## src/rtl/skey_match_unit.sv

```systemverilog
module skey_match_unit #(
  parameter int KEY_W = 4
) (
  input  logic             clk,
  input  logic             rst_n,
  input  logic             key_wr_en,
  input  logic [KEY_W-1:0] key_wr_data,
  input  logic             acc_valid,
  input  logic             acc_is_store,
  input  logic [KEY_W-1:0] page_key,
  input  logic             page_fprot,
  output logic [KEY_W-1:0] thread_key,
  output logic             grant,
  output logic             fault,
  output logic             fault_is_store
);

  localparam logic [KEY_W-1:0] MASTER_KEY = '0;

  logic key_hit;
  logic blocked;

  assign key_hit = (thread_key == MASTER_KEY) || (thread_key == page_key);
  assign blocked = !key_hit && (acc_is_store || page_fprot);

  always_ff @(posedge clk or negedge rst_n) begin
    if (!rst_n)
      thread_key <= MASTER_KEY;
    else if (key_wr_en)
      thread_key <= key_wr_data;
  end

  always_ff @(posedge clk or negedge rst_n) begin
    if (!rst_n) begin
      grant          <= 1'b0;
      fault          <= 1'b0;
      fault_is_store <= 1'b0;
    end else begin
      grant          <= acc_valid && !blocked;
      fault          <= acc_valid && blocked;
      fault_is_store <= acc_valid && blocked && acc_is_store;
    end
  end

endmodule

```

## config.mk

```make
export PLATFORM = sky130hd
export DESIGN_NAME = skey_match_unit
export DESIGN_NICKNAME = d
export VERILOG_FILES = /design/src/rtl/skey_match_unit.sv
export SDC_FILE = /design/constraint.sdc
export NUM_CORES = 1
export LEC_CHECK = 0
export ABC_AREA = 1
export CORE_AREA = 2 2 39 41
export DETAILED_ROUTE_END_ITERATION = 8
export DIE_AREA = 0 0 41 43
export DONT_BUFFER_PORTS = 1
export GPL_ROUTABILITY_DRIVEN = 0
export PLACE_DENSITY = 0.37
export SLEW_MARGIN = 20
export SYNTH_ARGS = -nofsm -noshare
export SYNTH_HDL_FRONTEND = slang
export SYNTH_SLANG_ARGS = --single-unit
```

## constraint.sdc

```tcl
create_clock -name clk -period 0.9 [get_ports clk]
set_clock_uncertainty 0.1 [all_clocks]
set_input_delay 0.045 -clock clk [delete_from_list [all_inputs] [get_ports clk]]
set_output_delay 0.045 -clock clk [all_outputs]
set_load 0.03 [all_outputs]
```

# Yosys cells after proc, flatten, opt, wreduce, memory -nomap -nowiden
# Index checks and enable logic that the tools add are counted.
[word_totals] ff_bits=7 input_bits=14 out_inout_bits=7 elab_cells=14
[op_classes] n_eq_ne=1 n_reduce_logical=9
[op_table] op="equality test 4 bit" n=1
[op_table] op="logical AND 1 bit" n=4
[op_table] op="logical NOT 4 bit" n=1
[op_table] op="logical NOT 1 bit" n=2
[op_table] op="logical OR 1 bit" n=2

# Depth between registers and ports, before layout
[depth] word_depth=6 mapped_depth=7 ltp_nobuf=7

# Worst setup path after synthesis
# Ideal clock, no wire load.
[synth_timing] path_type="reg-to-reg" startpoint="reg thread_key[1]" endpoint="reg fault_is_store" setup_time_ns=0.116 arrival_time_ns=0.966 slack_ns=-0.282 stages_incl_launch_ff=8 path_buffers=0 period_less_slack_ns=1.182 cell_sequence="dfrtp_1 -> inv_1 -> nand2_1 -> nand2_1 -> nor2_1 -> nand2_1 -> nand3_1 -> nor2_1"
[synth_via] elab_chain_cells=6
[synth_rtl] item="start, declared" line_no="12" text="output logic [KEY_W-1:0] thread_key,"
[synth_rtl] item="start signal, assigned" line_no="30" text="thread_key <= key_wr_data;"
[synth_rtl] item="equality test 4 bit or logical NOT 4 bit (tied branches)" line_no="23" text="assign key_hit = (thread_key == MASTER_KEY) || (thread_key == page_key);"
[synth_rtl] item="logical OR 1 bit *" line_no="23"
[synth_rtl] item="logical NOT 1 bit *" line_no="24" text="assign blocked = !key_hit && (acc_is_store || page_fprot);"
[synth_rtl] item="logical AND 1 bit *" line_no="24"
[synth_rtl] item="logical AND 1 bit * (2 in series)" line_no="41" text="fault_is_store <= acc_valid && blocked && acc_is_store;"
[synth_rtl] item="end signal, assigned" line_no="41"
[synth_rtl] item="end, declared" line_no="15" text="output logic fault_is_store"
# Mark *: on every way between the ends. The rest lies on a longest branch, timed or not.
# A chain may end at the register's enable or synchronous reset.

# Worst setup path after layout
[layout_timing] startpoint="reg thread_key[0]" endpoint="reg fault_is_store"
# The elaborated chain is that of the path after synthesis.

==> results by stage <==
Run status:
- The run finished, with violations left.
- The checks that failed: hold timing, setup timing.

Timing:
- Timing would allow up to 932 MHz.
- The worst slew margin relative to its limit is 0.790.
- The number of pins exceeding their max-slew limit in the final report was 0.
- The number of hold violations in the final report was 1.
- The slew of the pin with the lowest slew margin is 0.314 ns.
- The setup total negative slack is -0.775 ns.
- Hold timing on the final database bottoms out at a slack of -0.0215 ns.
- The setup slack after layout is -0.174 ns.
- Dividing the final minimum period by the clock period gives 1.19.
- Counting I/O delays and the setup requirement, the final critical path takes 1.07 ns.
- Setup repair after global routing could not meet its margin everywhere.
- The final count of negative-setup-slack endpoints is 7.

Run:
- The number of maximum-capacitance constraint violations is 0.

Global routing:
- In the global route stage, met3 resource usage came out at 0.0838.
- In this run the most used layer during global routing was met2.
- For met2 alone, demand over resource in global routing was 0.169.
- The met1 usage is 0.121.
- The first global-routing pass estimated 1300 um of wire.
- The initial antenna violation count is 0.
- The number of global-route vias before repair is 335.
- Entering global routing, the biggest net connects 9 pins.
- The remaining global-route overflow is 0.
- Across every metal layer, demand over resource in global routing totals 0.111.

Power:
- Across the VDD grid, the largest voltage drop is 0.670 mV.
- The leakage dissipation is 0.312 nW.
- The power per cell area is 1540 nW/um^2.

Worst setup path:
- The nature of the critical path startpoint is a flop.
- The data required time of the critical path is 0.94 ns.
- Along the worst path, the maximum fanout reaches 4.
- Data arrives at the worst endpoint at 1.11 ns.
- The critical setup path kind is flop to flop.
- STA classifies the critical path endpoint as a flop.

Clock tree:
- The number of buffers added by the clock tree synthesis step is 3.
- TritonCTS built the clock tree.
- The buffer type at the clock tree root is clkbuf_4.
- Clock latency on the worst-skew pair, taken at its later pin, is 0.25 ns.
- The CTS sink count is 7.
- The clock-pin slew on the worst setup and hold paths is 0.05 ns.
- The maximum root-to-sink buffer count is 2.
- The number of levels the H-tree was split into is 1.

Cells and area:
- Compared with the post-synthesis result, the final layout area differs by 74.8%.
- For this run, the post-layout net count is 84.
- Counting the fill cells in the layout gives 149.
- The final core utilization is 0.427.
- 0 antenna diodes ended up in the layout.
- Leaving out filler cells and counting taps, the final layout contains 85.
- The layout cell share with drive strength beyond 1 is 0.464.

Yosys:
- In this run the cell area of the synthesized design comes to 338 um^2.
- After synthesis, the mean cell area works out to 7.04 um^2.
- The dominant cell type by area after synthesis is dfrtp_1.
- Counting every instance in the synthesized netlist gives 48.
- For this run, the register share of the synthesized area comes to 0.519.
- The share of the synthesized area in the top cell type is 0.519.
- Sorting the synthesized cells by area gives the leading types as dfrtp_1, nand2_1, inv_1.
- The number of warnings printed during yosys synthesis is 0.
- Synthesis produced a netlist with a net count of 62.
- After synthesis, the netlist uses 7 different library cells.
- The total of flip-flops plus latches after synthesis is 7.

Floorplan:
- The area enclosed by the die boundary is 1760 um^2.
- The total area inside the core boundary comes to 1380 um^2.
- The row count is 14.
- The initial core utilization is 0.244.
- Measured along the x axis, the die boundary spans 41 um.
- The height of the chip is 43 um.
- The I/O pin total is 21.

Route:
- After detailed routing, the average wire length per cell comes to 9.25 um.
- Using the TritonRoute via totals, the vias-per-cell ratio works out to 4.18.
- For this run, design rule violations remaining after detail routing come to 0.
- The wire length reported by the detailed router is 786 um.
- The count of routing violations after the opening detailed-route iteration is 1.
- Once detail routing completed, the nets flagged for antenna violations numbered 0.
- The via count of the routed design is 355.
- The first detailed-routing pass ran for 2 iterations.

Placed design:
- The number of placed instances, taps included is 72.
- The count of buffers from port buffering is 0.
- Summed over all nets, the half-perimeter wirelength after detailed placement is 605 um.
- The minimum setup slack after placement is -0.178 ns.

Worst hold path:
- The min-delay analysis places its worst path in the category primary input to flop.
-- synthesized netlist by cell type --
master,instances
o21ai_0,4
nand3_1,1
dfrtp_1,7
a21oi_1,2
nor2_1,6
nand2_1,17
inv_1,11
-- worst max-delay path, cell delays in order (launching register included) --
cell,delay [ns]
dfrtp_2,0.39
inv_2,0.04
nand2_1,0.05
nand2_1,0.05
nor2_1,0.13
nand2_2,0.08
nand3_2,0.08
nor2_1,0.04
-- cells by family (layout without fill, tap and decap cells) --
logic type,after synthesis,count (layout),share of synthesized area
buffers and inverters,11,32,0.122
AND/OR/NAND/NOR,24,24,0.270
AO/OA/AOI/OAI,6,6,0.0889
flip-flops,7,7,0.519
-- state kept, by name (all words and copies together), names as in the netlist --
name / cells
fault: 1
fault_is_store: 1
grant: 1
thread_key: 4
-- layout make-up --
class                      instances  area (um^2)  area share
sequential                         7          183       0.309
timing repair buffer              17          164       0.278
multi-input combinational         30          156       0.265
inverter                          11         41.3      0.0699
clock buffer                       4         26.3      0.0445
tap                               16         20.0      0.0339
-- routing by layer --
metal	part of all wire	routed length, um
met1	0.40	317
met2	0.50	393
met3	0.095	75
met4	0	0
met5	0	0
-- layout by cell type, fill, tap and decap left out --
cell,synthesis,final
dlymetal6s4s_1,0,1
o21ai_2,0,2
dfrtp_2,0,6
nand2_1,17,12
inv_2,0,4
a21oi_2,0,2
nor2_2,0,1
buf_4,0,5
nand2_2,0,5
clkbuf_1,0,1
nor2_1,6,5
dfrtp_1,7,1
inv_1,11,7
buf_6,0,3
clkbuf_4,0,3
nand3_2,0,1
o21ai_1,0,2
dlygate4sd3_1,0,8
-- stage by stage --
stage | cell area [um^2] | hold WS, ns | power, W
final | 591 | -0.0215 | 0.000907
after global routing | 591 | -0.00899 | 0.000973
after CTS | 537 | -0.145 | 0.000883
after detailed placement | 423 | -0.350 | 0.000557
after global placement | 423 | -0.350 | 0.000556
after floorplan | 343 | -0.351 | 0.000490
-- path summary, 6_finish.rpt --
path / start / depth (start not counted) / end / slack, ns
max: thread_key[0] / 7 / fault_is_store / -0.17
min: page_key[3] / 5 / grant / -0.02
max reg2reg: thread_key[0] / 7 / fault_is_store / -0.17
min reg2reg: thread_key[2] / 3 / thread_key[2] / 0.56
max in group asynchronous: rst_n / 1 / grant / 0.42
min in group asynchronous: rst_n / 1 / thread_key[2] / 0.02
-- timing repair --
action	in CTS	in global routing
pin swaps	0	9
resized for setup	2	19
hold buffers	8	1
setup endpoints to repair	7	14
endpoints found under the hold margin	14	3
buffers inserted	0	2
-- power by group --
| group | internal [W] | switching (W) | total [W] |
|---|---|---|---|
| registers | 0.000348 | 0.0000504 | 0.000398 |
| clock network | 0.000169 | 0.000109 | 0.000277 |
| logic | 0.000114 | 0.000117 | 0.000231 |
No activity file was read; power rests on OpenSTA's default activity.
